File: config.mk
export PLATFORM = sky130hd
export DESIGN_NAME = triple_timer
export DESIGN_NICKNAME = d
export VERILOG_FILES = /design/src/rtl/tmr_pkg.sv /design/src/rtl/tmr_chan.sv /design/src/rtl/tmr_irq.sv /design/src/rtl/triple_timer.sv
export SDC_FILE = /design/constraint.sdc
export NUM_CORES = 1
export LEC_CHECK = 0
export BUFFER_PORTS_ARGS = -buffer_cell sky130_fd_sc_hd__buf_2
export CAP_MARGIN = 20
export CORE_ASPECT_RATIO = 0.5
export CORE_MARGIN = 4
export CORE_UTILIZATION = 40
export CTS_CLUSTER_SIZE = 10
export DETAILED_ROUTE_END_ITERATION = 16
export PLACE_DENSITY = 0.63
export SYNTH_ARGS = -nofsm -noshare
export SYNTH_HDL_FRONTEND = slang
export SYNTH_HIERARCHICAL = 1
export SYNTH_SLANG_ARGS = --single-unit
File: constraint.sdc
create_clock -name clk_i -period 6.3 [get_ports clk_i]
set_clock_uncertainty 0.1 [all_clocks]
set_input_delay 1.89 -clock clk_i [delete_from_list [all_inputs] [get_ports clk_i]]
set_output_delay 1.89 -clock clk_i [all_outputs]
set_load 0.01 [all_outputs]
File: src/rtl/tmr_pkg.sv
package tmr_pkg;
  localparam int NUM_TMR  = 3;
  localparam int DATA_W   = 32;
  localparam int EV_W     = 3 * NUM_TMR;
  localparam int CTRL_W   = 4 * NUM_TMR;
  localparam int CTRL_IDX = 12;
  localparam int STS_IDX  = 13;
  localparam int MSK_IDX  = 14;
  // per-channel register select inside a 4-word window
  typedef enum logic [1:0] {
    SEL_CNT  = 2'd0,
    SEL_LOAD = 2'd1,
    SEL_CMP1 = 2'd2,
    SEL_CMP2 = 2'd3
  } chan_sel_e;
endpackage

File: src/rtl/tmr_chan.sv
module tmr_chan #(
  parameter int CNT_W = 32
) (
  input  logic             clk_i,
  input  logic             rst_ni,
  input  logic             en_i,
  input  logic             ext_sel_i,
  input  logic             tick_ext_i,
  input  logic             up_i,
  input  logic [3:0]       we_i,
  input  logic [CNT_W-1:0] wdata_i,
  output logic [CNT_W-1:0] cnt_o,
  output logic [CNT_W-1:0] load_o,
  output logic [CNT_W-1:0] cmp1_o,
  output logic [CNT_W-1:0] cmp2_o,
  output logic [2:0]       evt_o
);
  logic [CNT_W-1:0] cnt_q, load_q, cmp1_q, cmp2_q, nxt;
  logic             step, at_end, cnt_wr;

  assign cnt_wr = we_i[tmr_pkg::SEL_CNT];
  assign step   = en_i & (ext_sel_i ? tick_ext_i : 1'b1);
  assign at_end = up_i ? (&cnt_q) : (cnt_q == '0);

  always_comb begin
    if (at_end)    nxt = load_q;
    else if (up_i) nxt = cnt_q + 1'b1;
    else           nxt = cnt_q - 1'b1;
  end

  always_ff @(posedge clk_i or negedge rst_ni) begin
    if (!rst_ni) begin
      cnt_q  <= '0;
      load_q <= '0;
      cmp1_q <= '0;
      cmp2_q <= '0;
      evt_o  <= '0;
    end else begin
      if (cnt_wr)     cnt_q <= wdata_i;
      else if (step)  cnt_q <= nxt;
      if (we_i[tmr_pkg::SEL_LOAD]) load_q <= wdata_i;
      if (we_i[tmr_pkg::SEL_CMP1]) cmp1_q <= wdata_i;
      if (we_i[tmr_pkg::SEL_CMP2]) cmp2_q <= wdata_i;
      // bit order: cmp1, cmp2, wrap
      evt_o[0] <= step & ~cnt_wr & (nxt == cmp1_q);
      evt_o[1] <= step & ~cnt_wr & (nxt == cmp2_q);
      evt_o[2] <= step & ~cnt_wr & at_end;
    end
  end

  assign cnt_o  = cnt_q;
  assign load_o = load_q;
  assign cmp1_o = cmp1_q;
  assign cmp2_o = cmp2_q;
endmodule

File: src/rtl/tmr_irq.sv
module tmr_irq
  import tmr_pkg::*;
(
  input  logic               clk_i,
  input  logic               rst_ni,
  input  logic               sts_we_i,
  input  logic               msk_we_i,
  input  logic [EV_W-1:0]    wdata_i,
  input  logic [EV_W-1:0]    evt_i,
  input  logic [NUM_TMR-1:0] wrap_ie_i,
  output logic [EV_W-1:0]    sts_o,
  output logic [EV_W-1:0]    msk_o,
  output logic               irq_o
);
  logic [EV_W-1:0] sts_q, msk_q, clr, gate;

  for (genvar n = 0; n < NUM_TMR; n++) begin : g_gate
    assign gate[3*n]   = 1'b1;
    assign gate[3*n+1] = 1'b1;
    assign gate[3*n+2] = wrap_ie_i[n];
  end

  assign clr = sts_we_i ? wdata_i : '0;

  always_ff @(posedge clk_i or negedge rst_ni) begin
    if (!rst_ni) begin
      sts_q <= '0;
      msk_q <= '1;
      irq_o <= 1'b0;
    end else begin
      sts_q <= (sts_q & ~clr) | evt_i;   // set beats clear
      if (msk_we_i) msk_q <= wdata_i;
      irq_o <= |(sts_q & ~msk_q & gate);
    end
  end

  assign sts_o = sts_q;
  assign msk_o = msk_q;
endmodule

File: src/rtl/triple_timer.sv
module triple_timer
  import tmr_pkg::*;
#(
  parameter int CNT_W  = 32,
  parameter int ADDR_W = 6
) (
  input  logic                 clk_i,
  input  logic                 rst_ni,
  input  logic [NUM_TMR-1:0]   tick_i,
  input  logic                 req_i,
  input  logic                 we_i,
  input  logic [ADDR_W-1:0]    addr_i,
  input  logic [DATA_W-1:0]    wdata_i,
  output logic [DATA_W-1:0]    rdata_o,
  output logic                 irq_o
);
  localparam int PAD_W = DATA_W - CNT_W;

  logic [CTRL_W-1:0]                   ctrl_q;
  logic [NUM_TMR-1:0][CNT_W-1:0]       cnt_w, load_w, cmp1_w, cmp2_w;
  logic [EV_W-1:0]                     evt_w, sts_w, msk_w;
  logic [NUM_TMR-1:0]                  wrap_ie;
  logic                                wr, rd, in_chan;
  logic [1:0]                          chan_idx, reg_sel;
  logic [DATA_W-1:0]                   rd_nxt;

  assign wr       = req_i & we_i;
  assign rd       = req_i & ~we_i;
  assign chan_idx = addr_i[3:2];
  assign reg_sel  = addr_i[1:0];
  assign in_chan  = (addr_i < ADDR_W'(CTRL_IDX));

  for (genvar n = 0; n < NUM_TMR; n++) begin : g_chan
    logic [3:0] chan_we;
    for (genvar r = 0; r < 4; r++) begin : g_we
      assign chan_we[r] = wr & in_chan & (chan_idx == 2'(n)) & (reg_sel == 2'(r));
    end
    assign wrap_ie[n] = ctrl_q[3*n+2];

    tmr_chan #(.CNT_W(CNT_W)) u_chan (
      .clk_i      (clk_i),
      .rst_ni     (rst_ni),
      .en_i       (ctrl_q[3*n]),
      .ext_sel_i  (ctrl_q[3*n+1]),
      .tick_ext_i (tick_i[n]),
      .up_i       (ctrl_q[3*NUM_TMR+n]),
      .we_i       (chan_we),
      .wdata_i    (wdata_i[CNT_W-1:0]),
      .cnt_o      (cnt_w[n]),
      .load_o     (load_w[n]),
      .cmp1_o     (cmp1_w[n]),
      .cmp2_o     (cmp2_w[n]),
      .evt_o      (evt_w[3*n +: 3])
    );
  end

  tmr_irq u_irq (
    .clk_i     (clk_i),
    .rst_ni    (rst_ni),
    .sts_we_i  (wr & (addr_i == ADDR_W'(STS_IDX))),
    .msk_we_i  (wr & (addr_i == ADDR_W'(MSK_IDX))),
    .wdata_i   (wdata_i[EV_W-1:0]),
    .evt_i     (evt_w),
    .wrap_ie_i (wrap_ie),
    .sts_o     (sts_w),
    .msk_o     (msk_w),
    .irq_o     (irq_o)
  );

  always_ff @(posedge clk_i or negedge rst_ni) begin
    if (!rst_ni)                                   ctrl_q <= '0;
    else if (wr && addr_i == ADDR_W'(CTRL_IDX))    ctrl_q <= wdata_i[CTRL_W-1:0];
  end

  always_comb begin
    rd_nxt = '0;
    if (in_chan && chan_idx < 2'(NUM_TMR)) begin
      unique case (reg_sel)
        SEL_CNT:  rd_nxt = {{PAD_W{1'b0}}, cnt_w[chan_idx]};
        SEL_LOAD: rd_nxt = {{PAD_W{1'b0}}, load_w[chan_idx]};
        SEL_CMP1: rd_nxt = {{PAD_W{1'b0}}, cmp1_w[chan_idx]};
        default:  rd_nxt = {{PAD_W{1'b0}}, cmp2_w[chan_idx]};
      endcase
    end else if (addr_i == ADDR_W'(CTRL_IDX)) begin
      rd_nxt = {{(DATA_W-CTRL_W){1'b0}}, ctrl_q};
    end else if (addr_i == ADDR_W'(STS_IDX)) begin
      rd_nxt = {{(DATA_W-EV_W){1'b0}}, sts_w};
    end else if (addr_i == ADDR_W'(MSK_IDX)) begin
      rd_nxt = {{(DATA_W-EV_W){1'b0}}, msk_w};
    end
  end

  always_ff @(posedge clk_i or negedge rst_ni) begin
    if (!rst_ni)  rdata_o <= '0;
    else if (rd)  rdata_o <= rd_nxt;
  end
endmodule

# Yosys cells after proc, flatten, opt, wreduce, memory -nomap -nowiden
# Index checks and enable logic that the tools add are counted.
[op_classes]
addsub = 6
n_lt_le_gt_ge = 3
n_eq_ne = 14
muxes = 32
n_bitwise = 45
reduce_logical = 14
[ops]
columns = ["operator", "count"]
rows = [
  ["2-to-1 mux 32 bit", 17],
  ["binary-select mux 32 bit (select 2 bit)", 4],
  ["== test 32 bit", 6],
  ["adder 32 x 1 -> 32 bit (second input constant)", 3],
  ["zero test 32 bit", 3],
  ["one-hot mux 32 bit (3 select lines)", 1],
  ["AND reduction 32 bit", 3],
  ["subtractor 32 x 1 -> 32 bit (second input constant)", 3],
  ["AND 1 bit", 35],
  ["AND 9 bit", 3],
  ["2-to-1 mux 9 bit", 3],
  ["== test 6 x 4 -> 1 bit (second input constant)", 3],
  ["inverter 9 bit", 2],
  ["2-to-1 mux 12 bit", 1],
  ["OR 9 bit", 1],
  ["OR reduction 9 bit", 1],
  ["== test 2 bit (second input constant)", 3],
  ["< comparator 6 x 4 -> 1 bit (second input constant)", 1],
  ["2-to-1 mux 1 bit", 6],
  ["nonzero test 2 bit", 3],
  ["== test 2 x 1 -> 1 bit (second input constant)", 2],
  ["zero test 2 bit", 2],
  ["inverter 1 bit", 4],
  ["< comparator 2 x 3 -> 1 bit (second input constant)", 1],
  ["2 further kinds", 3],
]
[word_totals]
regBits = 456
in_bits = 45
output_inout_bits = 33
elab_cells = 134

# Longest topological paths before layout
[depth]
ltp_word = 7
mapped_depth = 16
depth_no_buf = 13

# Modules after synthesis
# Netlist, hierarchy kept.
[modules_own_cells]
columns = ["mod", "instances", "cells_per_inst", "area_per_inst_um2", "seq_area_each_um2"]
rows = [
  ["tmr_chan at g_chan[1].u_chan ...", 2, 965, 9178.8, 3278.1],
  ["tmr_chan at g_chan[0].u_chan", 1, 979, 9270.1, 3278.1],
  ["triple_timer", 1, 559, 5275.1, 1101.1],
  ["tmr_irq", 1, 61, 789.5, 486.7],
]

# Least setup slack after synthesis
# OpenSTA, ideal clock, no wires.
[synth_path]
kind = "input -> register"
startpoint = "input port addr_i[2]"
endpoint = "register g_chan[2].u_chan.evt_o[1]"
setup_time_ps = 111
arrival_time_ps = 4712
required_ps = 6089
slack_ps = 1376
stages = 16
path_buffers = 6
cell_sequence = "buf_2 > nor2b_1 > clkbuf_1 > buf_2 > buf_1 > nand2_1 > nor2_1 > clkbuf_1 > or2_0 > clkbuf_1 > nor4_1 > a31oi_1 > a221oi_1 > o211ai_1 > or4b_1 > a2111oi_2"
[synth_via]
elab_chain_cells = 7
elab_cells_between_ends = 8
classes_between = "order compare: 1; eq/ne: 1; bitwise: 6"
[synth_rtl]
columns = ["element", "line", "text"]
rows = [
  ["start: declaration", "triple_timer.sv:12", "input logic [ADDR_W-1:0] addr_i,"],
  ["< comparator 6 x 4 -> 1 bit", "triple_timer.sv:31", "assign in_chan = (addr_i < ADDR_W'(CTRL_IDX));"],
  ["AND 1 bit", "triple_timer.sv:36", "assign chan_we[r] = wr & in_chan & (chan_idx == 2'(n)) & (reg_sel == 2'(r));"],
  ["AND 1 bit (*) (2 in series)", "triple_timer.sv:36", ""],
  ["named net g_chan[2].chan_we[0]", "triple_timer.sv:34", "logic [3:0] chan_we;"],
  ["inverter 1 bit (*)", "tmr_chan.sv:46", "evt_o[1] <= step & ~cnt_wr & (nxt == cmp2_q);"],
  ["AND 1 bit (*) (2 in series)", "tmr_chan.sv:46", ""],
  ["end signal: assignment", "tmr_chan.sv:46", ""],
  ["end: declaration", "tmr_chan.sv:16", "output logic [2:0] evt_o"],
]
# The timed path passes the listed nets; every way through them passes the cells marked *.
# A chain may end at the register's enable or synchronous reset.

# Worst setup path in the final report
[layout_path]
startpoint = "register ctrl_q[10]"
endpoint = "register g_chan[1].u_chan.evt_o[0]"
[layout_via]
elab_chain_cells = 4
elab_cells_between_ends = 5
classes_between = "eq/ne: 1; mux: 3; bitwise: 1"
[layout_rtl]
columns = ["element", "line", "text"]
rows = [
  ["start: declaration", "triple_timer.sv:19", "logic [CTRL_W-1:0] ctrl_q;"],
  ["start signal: assignment", "triple_timer.sv:72", "else if (wr && addr_i == ADDR_W'(CTRL_IDX)) ctrl_q <= wdata_i[CTRL_W-1:0];"],
  ["2-to-1 mux 32 bit or 2-to-1 mux 1 bit (tied branches)", "tmr_chan.sv:27, tmr_chan.sv:23", ""],
  ["2-to-1 mux 32 bit (*)", "tmr_chan.sv:26", "if (at_end) nxt = load_q;"],
  ["== test 32 bit (*)", "tmr_chan.sv:45", "evt_o[0] <= step & ~cnt_wr & (nxt == cmp1_q);"],
  ["AND 1 bit (*)", "tmr_chan.sv:45", ""],
  ["end signal: assignment", "tmr_chan.sv:45", ""],
  ["end: declaration", "tmr_chan.sv:16", ""],
]
# Mark *: on every way between the ends. The rest lies on a longest branch, timed or not.

==> impl_results.rst <==
.. list-table::
   :header-rows: 1

   * - Metric
     - Value
   * - Status
     - finished clean
   * - Synth Area in Adders
     - 3.520%
   * - Syn Std Cell Area
     - 33690 um^2
   * - Setup repair after global routing missed its margin
     - false
   * - Kind of path behind the tightest hold check
     - reg2reg
   * - Total count of max-transition violations in the final report
     - 0
   * - Number of antenna violations at the first check in global routing
     - 11
   * - Sequential element share of the synthesized area
     - 33.90%
   * - GR Overflow Total
     - 0
   * - Final Hold Vio Count
     - 0
   * - Max-cap viol count
     - 0
   * - Post-Place Worst Slack
     - 0.7212 ns
   * - Final weighted congestion in routability-driven placement
     - 1.047
   * - Final period utilization
     - 94.34%
   * - Count of unique library cells instantiated by Yosys
     - 108
   * - Minimum setup slack in the final design
     - 0.3566 ns
   * - Async set-or-reset flop fraction in the synthesized netlist
     - 100.0%
   * - Placed Cells incl. Taps
     - 4518
   * - Mean area per synthesized cell
     - 9.547 um^2
   * - Main area contributors after synthesis
     - sky130_fd_sc_hd__dfrtp_1 (33%), sky130_fd_sc_hd__mux2_2 (13%), sky130_fd_sc_hd__xnor2_1 (4.6%), sky130_fd_sc_hd__xor2_1 (4.0%), sky130_fd_sc_hd__o21ai_0 (3.6%)
   * - Post-synthesis compound-gate area fraction
     - 22.04%
   * - Nature of the critical path startpoint
     - flip-flop
   * - Routed vias
     - 32200
   * - Net Count, Synth
     - 3667
   * - Number of fillers in the final layout
     - 7989
   * - Fraction of layout instances using a drive strength above 1
     - 19.87%
   * - Total negative slack
     - 0 ns
   * - Setup violators final
     - 0
   * - Sort of element at the end of the critical path
     - flip-flop
   * - Xor and xnor area share after synthesis
     - 9.039%
   * - Post-detail-place hpwl
     - 125100 um
   * - Cell Rows
     - 74
   * - Delay-heaviest family, CP
     - compound AO/OA/AOI/OAI gates
   * - Initial standard-cell utilization of the core
     - 40.84%
   * - Area fraction in and, or, nand and nor cells after synthesis
     - 12.35%
   * - Final critical delay including setup and external delays
     - 5.943 ns
   * - Number of global-route vias before repair
     - 29400
   * - Largest incremental delay on the critical path
     - 0.89 ns
   * - Count of yosys warnings during synthesis
     - 6
   * - Cell type with the largest total area after synthesis
     - sky130_fd_sc_hd__dfrtp_1
   * - Synthesized instance count
     - 3529
   * - Arrival time worst endpoint
     - 6.40 ns
   * - Post-synth EDFFs
     - 0
   * - Quantity of I/O buffers inserted on ports
     - 77
   * - TritonCTS Buffers
     - 53
   * - Crit-path max FO
     - 16
   * - Largest net degree at the start of global routing
     - 113
   * - Post-route design area
     - 36300 um^2
   * - Die Height
     - 213.2 um
   * - P per Cell Area
     - 536.9 nW/um^2
   * - Critical Path Slowest Stage Cell
     - sky130_fd_sc_hd__o41ai_1
   * - Total buffers and inverters traversed by the critical path
     - 2
   * - Relative slew slack
     - 20.12%
   * - # Post-CTS Setup Buffers
     - 0
   * - Number of routed nets with antenna violations
     - 0
   * - Post_cts resized
     - 0
   * - Area fraction of the dominant cell type after synthesis
     - 33.20%
   * - Actual transition at the worst max-transition pin
     - 1.186 ns
   * - Multiplexer area fraction after synthesis
     - 14.31%
   * - Horiz. Die Dim
     - 418.4 um
   * - Clock network latency to the later pin of the worst-skew pair
     - 0.63 ns
   * - Leakage power figure
     - 15.67 nW
   * - TritonCTS clock tree
     - built
   * - Area growth, synth to finish
     - 7.728%
   * - CTS H-tree lvls
     - 2
   * - DRC violations left
     - 0
   * - Post-DR wirelength/cell
     - 35.87 um
   * - Clock root buffer
     - sky130_fd_sc_hd__clkbuf_16
   * - CTS clock-pin slew for the worst setup and hold paths
     - 0.06 ns
   * - Core Region
     - 82500 um^2
   * - WP data required
     - 6.76 ns
   * - Post-layout instance count excluding filler cells
     - 4598
   * - Detailed Route Iter0 Violations
     - 5895
   * - Crit-path cells
     - inv_1, buf_4, ha_1, nand4_1, or3_1, a211oi_1, nor3_1, xnor2_1, xnor2_1, o2111ai_1, nor3_1, o2111ai_1, o41ai_1, and4_1
   * - Number of nets at the end of the flow
     - 3611
   * - Worst hold margin
     - 0.3277 ns
   * - Die footprint
     - 89220 um^2
   * - Maximum buffer depth of the clock tree
     - 3
   * - GRT Util Overall
     - 35.90%
   * - Area post-placement
     - 34740 um^2
   * - Avg Vias per Cell
     - 7.002
   * - TritonCTS sink count
     - 456
   * - Most common cell in the synthesized netlist
     - sky130_fd_sc_hd__dfrtp_1
   * - Dominant register cell in the synthesized netlist
     - sky130_fd_sc_hd__dfrtp_1
   * - Type of the setup path with the least slack
     - reg2reg
   * - Detailed-router iteration count before antenna repair
     - 8
   * - Max VDD drop
     - 0.0002255 V
   * - Fmax
     - 0.1683 GHz
   * - Total wirelength of the detailed-routed design
     - 164900 um
   * - Number of synthesized register bits
     - 456
   * - Hold-fix buffers at CTS
     - 0
   * - Dominant combinational cell family by area after synthesis
     - compound AO/OA/AOI/OAI gates
   * - Ranking of synthesized cells by instance count
     - sky130_fd_sc_hd__dfrtp_1 (447), sky130_fd_sc_hd__mux2_2 (378), sky130_fd_sc_hd__o21ai_0 (240), sky130_fd_sc_hd__nand2_1 (225), sky130_fd_sc_hd__a21oi_1 (214)
   * - Top-Level Pins
     - 78
   * - First-pass GRT wire length
     - 230000 um
==> metrics by stage <==
stage / power (mW) / utilization [%]
floorplan: 11.82 / -
global placement: 15.88 / 42.10
detailed placement: 15.89 / 42.11
CTS: 18.81 / 43.92
global route: 20.23 / 43.99
finish: 19.49 / 44.00
==> cell families (layout without fill, tap and decap cells) <==
logic type	Yosys count	in the layout
buffers and inverters	344	308
other	0	3
DFF	456	456
AOI/OAI and AO/OA	1055	1055
xor gates and xnor gates	338	338
adders and majority gates	93	93
muxes	429	429
and+or+nand+nor	814	814
==> report_power, final <==
part           internal [mW]  switching [mW]  total (mW)
clock                   1.61            1.29        2.90
sequential              3.39            1.44        4.84
combinational           4.12            7.63        11.8
total                   9.12            10.4        19.5
==> cells in the final DEF (no fill, tap or decap), drive strengths merged, types with 25 or more instances in the layout <==
cell type  count
a211oi        27
a21o          32
a21oi        224
a221o         66
a221oi        71
a22oi         93
buf          130
clkbuf        72
dfrtp        447
ha            90
inv          104
mux2         388
mux2i         41
nand2        232
nand3         37
nand4         89
nor2         182
nor2b         25
nor3          47
nor4          61
o211ai        27
o21ai        259
o221ai        28
o41ai         27
or3           27
xnor2        180
xor2         154
==> sequential cells by signal, indices dropped and copies added (netlist names) <==
signal,flops
g_chan.u_chan/cnt_o,96
u_irq/irq_o,1
rdata_o,32
u_irq/sts_o,9
ctrl_q,12
g_chan.u_chan/cmp2_o,96
u_irq/msk_o,9
g_chan.u_chan/load_o,96
g_chan.u_chan/cmp1_o,96
g_chan.u_chan/evt_o,9
==> path summary, 6_finish.rpt <==
path                                                     startpoint                                       to  slack, ns  cells past startpoint
worst max register to register               ctrl_q[10]$_DFFE_PN0P_      g_chan[1].u_chan/evt_o[0]$_DFF_PN0_       0.36                     14
max in group asynchronous                                    rst_ni    g_chan[0].u_chan/cnt_o[5]$_DFFE_PN0P_       3.58                      2
worst min register to register  g_chan[0].u_chan/evt_o[2]$_DFF_PN0_                 u_irq/sts_o[2]$_DFF_PN0_       0.33                      1
worst min-delay path            g_chan[0].u_chan/evt_o[2]$_DFF_PN0_                 u_irq/sts_o[2]$_DFF_PN0_       0.33                      1
worst max-delay path                         ctrl_q[10]$_DFFE_PN0P_      g_chan[1].u_chan/evt_o[0]$_DFF_PN0_       0.36                     14
min in group asynchronous                                    rst_ni  g_chan[2].u_chan/cmp1_o[25]$_DFFE_PN0P_       1.23                      1
==> layout make-up <==
class | count | area (um^2) | area share (%)
multi-input cells | 2729 | 20730 | 57.11
flip-flops and latches | 456 | 11420 | 31.47
clock buffers | 72 | 1438 | 3.961
well taps | 1102 | 1379 | 3.799
repair buffers | 130 | 873.3 | 2.406
inverters | 103 | 387.9 | 1.069
clock inverters | 3 | 58.81 | 0.1620
diodes | 3 | 7.507 | 0.02068
==> metal layers <==
layer / vias up / global-route usage [%] / part of all wire (%)
li1: 13220 / - / -
met1: 16380 / 51.62 / 42
met2: 2237 / 47.78 / 38
met3: 343 / 14.73 / 15
met4: 12 / 12.37 / 4.2
met5: - / 0.9534 / 0.18
No activity file was read; power rests on OpenSTA's default activity.
